--- src/rtl/mxbus_pkg.sv ---
package mxbus_pkg;

  // Phase of an external bus cycle
  typedef enum logic [2:0] {
    PH_IDLE = 3'd0,
    PH_ASH  = 3'd1,   // strobe high, low address driven
    PH_ASL  = 3'd2,   // strobe low, low address still driven
    PH_EHI  = 3'd3,   // E high, data transfer
    PH_ELO  = 3'd4    // E low, turnaround
  } bus_ph_e;

endpackage

--- src/rtl/mxbus_seq.sv ---
module mxbus_seq
  import mxbus_pkg::*;
#(
  parameter int AW     = 16,
  parameter int DW     = 8,
  parameter int PH_CYC = 1
) (
  input  logic          clk,
  input  logic          rst_n,
  input  logic          en,
  input  logic          req_valid,
  output logic          req_ready,
  input  logic [AW-1:0] req_addr,
  input  logic [DW-1:0] req_wdata,
  input  logic          req_write,
  input  logic [DW-1:0] bus_in,
  output bus_ph_e       phase,
  output logic [AW-1:0] cur_addr,
  output logic [DW-1:0] cur_wdata,
  output logic          cur_write,
  output logic          rsp_done,
  output logic [DW-1:0] rsp_rdata
);

  localparam int CW = (PH_CYC > 1) ? $clog2(PH_CYC) : 1;
  localparam logic [CW-1:0] LAST_CNT = CW'(PH_CYC - 1);

  logic [CW-1:0] cnt;
  logic          ph_last;
  logic          accept;

  assign ph_last   = (cnt == LAST_CNT);
  assign req_ready = en && ((phase == PH_IDLE) || ((phase == PH_ELO) && ph_last));
  assign accept    = req_valid && req_ready;

  always_ff @(posedge clk or negedge rst_n) begin
    if (!rst_n) begin
      phase     <= PH_IDLE;
      cnt       <= '0;
      cur_addr  <= '0;
      cur_wdata <= '0;
      cur_write <= 1'b0;
      rsp_done  <= 1'b0;
      rsp_rdata <= '0;
    end else begin
      rsp_done <= (phase == PH_ELO) && ph_last;
      if ((phase == PH_EHI) && ph_last && !cur_write) begin
        rsp_rdata <= bus_in;
      end
      if (accept) begin
        phase     <= PH_ASH;
        cnt       <= '0;
        cur_addr  <= req_addr;
        cur_wdata <= req_wdata;
        cur_write <= req_write;
      end else if (phase != PH_IDLE) begin
        if (ph_last) begin
          cnt <= '0;
          unique case (phase)
            PH_ASH:  phase <= PH_ASL;
            PH_ASL:  phase <= PH_EHI;
            PH_EHI:  phase <= PH_ELO;
            default: phase <= PH_IDLE;
          endcase
        end else begin
          cnt <= cnt + 1'b1;
        end
      end
    end
  end

  AST_ACCEPT_START: assert property (@(posedge clk) disable iff (!rst_n)
    (req_valid && req_ready) |=> (phase == PH_ASH)) else $error("accept");

  AST_CYCLE_HOLD: assert property (@(posedge clk) disable iff (!rst_n)
    (phase inside {PH_ASL, PH_EHI, PH_ELO}) |-> ($stable(cur_write) && $stable(cur_addr)))
    else $error("hold");

  AST_DONE_PULSE: assert property (@(posedge clk) disable iff (!rst_n)
    rsp_done |=> !rsp_done) else $error("done");

endmodule

--- src/rtl/mxbus_port.sv ---
module mxbus_port #(
  parameter int DW = 8,
  parameter int HW = 8
) (
  input  logic          clk,
  input  logic          rst_n,
  input  logic          en,
  input  logic          hi_wr,
  input  logic [HW-1:0] hi_data,
  input  logic          lo_wr,
  input  logic [DW-1:0] lo_data,
  input  logic [DW-1:0] lo_pins,
  input  logic          stra_in,
  input  logic          stra_clr,
  output logic [HW-1:0] hi_q,
  output logic [DW-1:0] lo_q,
  output logic [DW-1:0] lo_sampled,
  output logic          strb,
  output logic          stra_flag
);

  logic [2:0] stra_sync;
  logic       stra_rise;

  assign stra_rise = stra_sync[1] && !stra_sync[2];

  always_ff @(posedge clk or negedge rst_n) begin
    if (!rst_n) begin
      stra_sync  <= '0;
      lo_sampled <= '0;
      hi_q       <= '0;
      lo_q       <= '0;
      strb       <= 1'b0;
      stra_flag  <= 1'b0;
    end else begin
      stra_sync  <= {stra_sync[1:0], stra_in};
      lo_sampled <= lo_pins;
      strb       <= en && hi_wr;
      if (en && hi_wr) hi_q <= hi_data;
      if (en && lo_wr) lo_q <= lo_data;
      if (en && stra_rise)  stra_flag <= 1'b1;
      else if (stra_clr)    stra_flag <= 1'b0;
    end
  end

  AST_STRB_CAUSE: assert property (@(posedge clk) disable iff (!rst_n)
    strb |-> $past(en && hi_wr)) else $error("strb");

  AST_FLAG_STICKY: assert property (@(posedge clk) disable iff (!rst_n)
    (stra_flag && !stra_clr) |=> stra_flag) else $error("flag");

  AST_PORT_IGNORED: assert property (@(posedge clk) disable iff (!rst_n)
    !en |=> ($stable(hi_q) && $stable(lo_q))) else $error("ignore");

endmodule

--- src/rtl/mxbus_pinmux.sv ---
module mxbus_pinmux
  import mxbus_pkg::*;
#(
  parameter int AW = 16,
  parameter int DW = 8
) (
  input  logic             mode_exp,
  input  bus_ph_e          phase,
  input  logic [AW-1:0]    cur_addr,
  input  logic [DW-1:0]    cur_wdata,
  input  logic             cur_write,
  input  logic [AW-DW-1:0] hi_q,
  input  logic [DW-1:0]    lo_q,
  input  logic [DW-1:0]    lo_dir,
  input  logic             strb,
  output logic [AW-DW-1:0] pin_hi_out,
  output logic [DW-1:0]    pin_ad_o,
  output logic [DW-1:0]    pin_ad_oe,
  output logic             pin_as_o,
  output logic             pin_as_oe,
  output logic             pin_rw_o,
  output logic             pin_e
);

  always_comb begin
    if (mode_exp) begin
      pin_hi_out = cur_addr[AW-1:DW];
      pin_as_o   = (phase == PH_ASH);
      pin_as_oe  = 1'b1;
      pin_e      = (phase == PH_EHI);
      pin_rw_o   = (phase == PH_IDLE) ? 1'b1 : !cur_write;
      unique case (phase)
        PH_ASH, PH_ASL: begin
          pin_ad_o  = cur_addr[DW-1:0];
          pin_ad_oe = '1;
        end
        PH_EHI: begin
          pin_ad_o  = cur_write ? cur_wdata : '0;
          pin_ad_oe = cur_write ? '1 : '0;
        end
        default: begin
          pin_ad_o  = '0;
          pin_ad_oe = '0;
        end
      endcase
    end else begin
      pin_hi_out = hi_q;
      pin_ad_o   = lo_q;
      pin_ad_oe  = lo_dir;
      pin_as_o   = 1'b0;
      pin_as_oe  = 1'b0;
      pin_e      = 1'b0;
      pin_rw_o   = strb;
    end
  end

endmodule

--- src/rtl/mxbus_ctrl.sv ---
module mxbus_ctrl
  import mxbus_pkg::*;
#(
  parameter int AW     = 16,
  parameter int DW     = 8,
  parameter int PH_CYC = 1
) (
  input  logic             clk,
  input  logic             rst_n,
  input  logic             mode_exp,
  input  logic             req_valid,
  output logic             req_ready,
  input  logic [AW-1:0]    req_addr,
  input  logic [DW-1:0]    req_wdata,
  input  logic             req_write,
  output logic             rsp_done,
  output logic [DW-1:0]    rsp_rdata,
  input  logic             port_hi_wr,
  input  logic [AW-DW-1:0] port_hi_data,
  input  logic             port_lo_wr,
  input  logic [DW-1:0]    port_lo_data,
  input  logic [DW-1:0]    port_lo_dir,
  output logic [DW-1:0]    port_lo_in,
  input  logic             stra_clr,
  output logic             stra_flag,
  output logic [AW-DW-1:0] pin_hi_out,
  output logic [DW-1:0]    pin_ad_o,
  output logic [DW-1:0]    pin_ad_oe,
  input  logic [DW-1:0]    pin_ad_i,
  output logic             pin_as_o,
  output logic             pin_as_oe,
  input  logic             pin_as_i,
  output logic             pin_rw_o,
  output logic             pin_e
);

  localparam int HW = AW - DW;

  bus_ph_e       phase;
  logic [AW-1:0] cur_addr;
  logic [DW-1:0] cur_wdata;
  logic          cur_write;
  logic [HW-1:0] hi_q;
  logic [DW-1:0] lo_q;
  logic          strb;

  mxbus_seq #(.AW(AW), .DW(DW), .PH_CYC(PH_CYC)) i_seq (
    .clk       (clk),
    .rst_n     (rst_n),
    .en        (mode_exp),
    .req_valid (req_valid),
    .req_ready (req_ready),
    .req_addr  (req_addr),
    .req_wdata (req_wdata),
    .req_write (req_write),
    .bus_in    (pin_ad_i),
    .phase     (phase),
    .cur_addr  (cur_addr),
    .cur_wdata (cur_wdata),
    .cur_write (cur_write),
    .rsp_done  (rsp_done),
    .rsp_rdata (rsp_rdata)
  );

  mxbus_port #(.DW(DW), .HW(HW)) i_port (
    .clk        (clk),
    .rst_n      (rst_n),
    .en         (!mode_exp),
    .hi_wr      (port_hi_wr),
    .hi_data    (port_hi_data),
    .lo_wr      (port_lo_wr),
    .lo_data    (port_lo_data),
    .lo_pins    (pin_ad_i),
    .stra_in    (pin_as_i),
    .stra_clr   (stra_clr),
    .hi_q       (hi_q),
    .lo_q       (lo_q),
    .lo_sampled (port_lo_in),
    .strb       (strb),
    .stra_flag  (stra_flag)
  );

  mxbus_pinmux #(.AW(AW), .DW(DW)) i_pinmux (
    .mode_exp   (mode_exp),
    .phase      (phase),
    .cur_addr   (cur_addr),
    .cur_wdata  (cur_wdata),
    .cur_write  (cur_write),
    .hi_q       (hi_q),
    .lo_q       (lo_q),
    .lo_dir     (port_lo_dir),
    .strb       (strb),
    .pin_hi_out (pin_hi_out),
    .pin_ad_o   (pin_ad_o),
    .pin_ad_oe  (pin_ad_oe),
    .pin_as_o   (pin_as_o),
    .pin_as_oe  (pin_as_oe),
    .pin_rw_o   (pin_rw_o),
    .pin_e      (pin_e)
  );

  AST_AS_E_EXCL: assert property (@(posedge clk) disable iff (!rst_n)
    !(pin_as_o && pin_e)) else $error("as/e");

  AST_ADDR_HELD: assert property (@(posedge clk) disable iff (!rst_n)
    (mode_exp && $fell(pin_as_o)) |-> ($stable(pin_ad_o) && (&pin_ad_oe)))
    else $error("addr hold");

  AST_READ_RELEASE: assert property (@(posedge clk) disable iff (!rst_n)
    (pin_e && pin_rw_o) |-> (pin_ad_oe == '0)) else $error("release");

endmodule

--- config.mk ---
export PLATFORM = sky130hd
export DESIGN_NAME = mxbus_ctrl
export DESIGN_NICKNAME = d
export VERILOG_FILES = /design/src/rtl/mxbus_pkg.sv /design/src/rtl/mxbus_seq.sv /design/src/rtl/mxbus_port.sv /design/src/rtl/mxbus_pinmux.sv /design/src/rtl/mxbus_ctrl.sv
export SDC_FILE = /design/constraint.sdc
export NUM_CORES = 1
export LEC_CHECK = 0
export CAP_MARGIN = 15
export CORE_ASPECT_RATIO = 1.5
export CORE_MARGIN = 2
export CORE_UTILIZATION = 45
export CTS_BUF_LIST = sky130_fd_sc_hd__clkbuf_4 sky130_fd_sc_hd__clkbuf_8 sky130_fd_sc_hd__clkbuf_16
export DETAILED_ROUTE_END_ITERATION = 10
export HOLD_SLACK_MARGIN = 0.02
export PLACE_DENSITY = 0.8
export SETUP_SLACK_MARGIN = 0.05
export SYNTH_ARGS = -nofsm -noshare
export SYNTH_HDL_FRONTEND = slang
export SYNTH_HIERARCHICAL = 1
export SYNTH_SLANG_ARGS = --single-unit
--- constraint.sdc ---
create_clock -name clk -period 2.3 [get_ports clk]
set_clock_uncertainty 0.1 [all_clocks]
set_input_delay 0.46 -clock clk [delete_from_list [all_inputs] [get_ports clk]]
set_output_delay 0.46 -clock clk [all_outputs]
set_load 0.01 [all_outputs]
==> impl_metrics.json <==
{
  "yosysWarnings": 6,
  "drv_slew": 0,
  "io_pins": 112,
  "clkSlewWorstSetupHoldPaths_ns": 0.07,
  "reg2reg_depth": 5,
  "synth_adder_area_share": 0,
  "worst_pin_slew_ns": 0.350,
  "design.die.area_um2": 7680,
  "synth_top_family_by_area": "multiplexers",
  "worstPathMaxFanout": 6,
  "syn_area_per_cell_um2": 14.4,
  "yosysTopAreaCell": "dfrtp_1",
  "ant_nets": 0,
  "reg2reg_from": "i_seq/phase[1]",
  "startpoint_type": "flop",
  "max_slew_margin": 0.767,
  "vias_per_cell": 5.03,
  "start_util": 0.461,
  "placed_area_um2": 4380,
  "io_buffers": 111,
  "yosys.area.top_type_share": 0.526,
  "syn_nets": 283,
  "final_hold_viol_count": 0,
  "fill_cells": 512,
  "cts_htree_levels": 3,
  "finalSetupViolCount": 0,
  "grt_pass1_vias": 2394,
  "synthMuxAreaShare": 0.228,
  "max_stage_delay_ns": 0.47,
  "grt_setup_unrepaired": "true",
  "cts_inserted_buffers": 9,
  "synth_compound_area_frac": 0.0996,
  "required_ns": 1.74,
  "clock_path_buffers": 2,
  "cts.sinks": 66,
  "drtPass1Iterations": 4,
  "p_seq_frac": 0.358,
  "swShare": 0.325,
  "overflow": 0,
  "p_leak_nw": 2.22,
  "cap_viol_max_count": 0,
  "p_comb_frac": 0.475,
  "drc": 0,
  "outcome": "finished, final reports clean",
  "syn-cell-area_um2": 3140,
  "irDropWorstVdd_uv": 615,
  "gp_congestion": 0.729,
  "area_growth_pct": 50.6,
  "period_share": 0.961,
  "die_h_um": 106,
  "cp_slowest_cell": "dfrtp_2",
  "final_nets": 423,
  "synth_xor_area_frac": 0.00558,
  "synth_async_sr_flop_share": 1.00,
  "preCtsSetupSlack_ns": -0.326,
  "wl_per_cell_um": 16.5,
  "cts_tree": "yes",
  "dp_hpwl_um": 5090,
  "dr_total_vias": 2218,
  "grt_pass1_wl_um": 11500,
  "reg2reg_slack_ns": 0.36,
  "pwr-share-clk": 0.167,
  "hold_buffers": 0,
  "worst_slack_ns": 0.0899,
  "power_density_nw_per_um2": 1080,
  "max_freq_mhz": 452,
  "finalCriticalPeriod_ns": 2.21,
  "synthCells": 218,
  "grtUsageTotal": 0.197,
  "synthTopCellsByArea": "dfrtp_1, mux2_2, mux2_4",
  "rows": 37,
  "die_w_um": 72.2,
  "core-area_um2": 6810,
  "min_path_type": "in -> async",
  "root_buffer": "clkbuf_8",
  "crit_type": "reg -> out",
  "cp_cell_sequence": "nor2b_4 -> buf_4 -> a221oi_4 -> o22ai_1 -> buf_2",
  "synth-seq-area-share": 0.526,
  "synth-seq-cells": 66,
  "fin_util": 0.695,
  "synth_edf_count": 0,
  "antenna_found_initial": 0,
  "drive_gt1_frac": 0.408,
  "drt_iter0_markers": 148,
  "timing.rr.end": "i_seq/cur_wdata[0]",
  "synth_cell_types": 35,
  "clk_latency_ns": 0.33,
  "grt_max_degree": 67,
  "power.switching_w": 0.00166,
  "endpoint_kind": "output port",
  "synth_ff_type": "dfrtp_1",
  "finish.instance_area_um2": 4730,
  "yosys.area_share.simple": 0.0809,
  "wl_um": 7270,
  "worstPathArrival_ns": 1.65,
  "internal_power_w": 0.00345,
  "antenna_cells": 0
}
per-layer routing:
metal / GRT usage / routed length, um / up-vias
met2: 0.336 / 3830 / 57
li1: - / - / 1061
met4: 0.0903 / 151 / 0
met1: 0.230 / 2890 / 1088
met3: 0.0455 / 391 / 12
met5: 0 / 0 / -
layout by cell type, fill, tap and decap left out, types with 2 or more instances in the layout:
cell type	netlist	layout
nor3b_1	2	2
dlygate4sd2_1	0	3
dfrtp_2	0	3
buf_6	3	10
o22ai_2	3	3
clkinv_2	0	3
buf_2	4	8
clkbuf_8	0	10
and3_1	8	6
buf_4	3	16
a221oi_2	7	3
clkbuf_2	0	10
o22ai_1	5	5
and3_4	0	2
inv_1	19	19
nor2_1	2	2
nand2_2	2	2
mux2_4	20	20
nand3b_1	2	2
clkinvlp_4	0	2
buf_12	2	3
mux2_1	8	8
clkdlybuf4s50_1	0	81
dlymetal6s2s_1	0	8
dfrtp_1	66	63
mux2_2	29	29
o21ai_2	8	8
and3b_1	8	8
a221oi_4	0	4
critical path: cells and delay by family, from the launching register on:
family | cells | cell delay [ns]
compound gates | 2 | 0.39
simple gates | 1 | 0.17
buf+inv | 2 | 0.29
flops | 1 | 0.47
synthesized netlist by cell type (3+ instances only):
library cell   n
o21ai_2        8
inv_1         19
buf_6          3
and3b_1        8
buf_4          3
mux2_1         8
mux2_4        20
dfrtp_1       66
o22ai_1        5
buf_2          4
a221oi_2       7
o22ai_2        3
mux2_2        29
and3_1         8
registers in the layout, indices dropped and copies added (netlist names), 3 cells and up:
signal and count:
i_port/lo_q 8, i_port/lo_sampled 8, i_seq/phase 3, i_port/hi_q 8, i_seq/cur_addr 16, i_seq/cur_wdata 8, i_port/stra_sync 3, i_seq/rsp_rdata 8
metrics by stage:
stage | total power, W | hold WS, ns | cells | setup TNS, ns
6_report | 0.00512 | 0.0321 | 441 | 0
5_1_grt | 0.00540 | 0.0469 | 441 | 0
4_1_cts | 0.00494 | 0.0390 | 434 | -0.0605
3_5_place_dp | 0.00400 | 0.239 | 410 | -12.30
3_3_place_gp | 0.00393 | 0.233 | 410 | -11.81
2_1_floorplan | 0.00310 | 0.0644 | 218 | 0
kinds of logic (layout without fill, tap and decap cells):
| family | after synthesis | count (layout) |
|---|---|---|
| buffers and inverters | 31 | 176 |
| multiplexers | 57 | 57 |
| XOR/XNOR | 2 | 2 |
| AND/OR/NAND/NOR | 32 | 32 |
| flip-flops | 66 | 66 |
| AO/OA/AOI/OAI | 30 | 30 |
what timing repair did:
action | 4_1_cts | 5_1_grt
setup endpoints to repair | 29 | 25
gates cloned | 1 | 0
buffers inserted | 7 | 8
resized for setup | 56 | 41
pin swaps | 4 | 6
how the worst max path moves through the flow:
stage | startpoint | to | depth (start not counted) | slack [ns]
CTS | i_seq/phase[0] | pin_ad_o[7] | 7 | -0.06
detailed placement | mode_exp | pin_ad_o[1] | 5 | -0.33
global placement | mode_exp | pin_ad_o[2] | 5 | -0.31
global route | i_seq/phase[0] | pin_ad_o[7] | 6 | 0.02
floorplan | mode_exp | pin_hi_out[3] | 3 | 0.54
finish | i_seq/phase[1] | pin_ad_o[0] | 5 | 0.09
power by group through the flow:
| stage | clock network (W) | registers [W] | logic (W) |
|---|---|---|---|
| after floorplan | 0 | 0.00181 | 0.00129 |
| after global placement | 0 | 0.00180 | 0.00213 |
| after detailed placement | 0 | 0.00182 | 0.00218 |
| after CTS | 0.000883 | 0.00181 | 0.00224 |
| after global routing | 0.000926 | 0.00189 | 0.00259 |
| final | 0.000855 | 0.00183 | 0.00243 |
area by class of cell:
cell class              count  area (um^2)  share of cell area
inverters                  19         71.3              0.0151
repair buffers            141         1350               0.285
clock buffers              11          145              0.0307
multi-input cells         121         1380               0.292
flip-flops and latches     66         1660               0.350
clock inverters             5         30.0             0.00635
well taps                  78         97.6              0.0206
(Power assumes the default switching activity.)
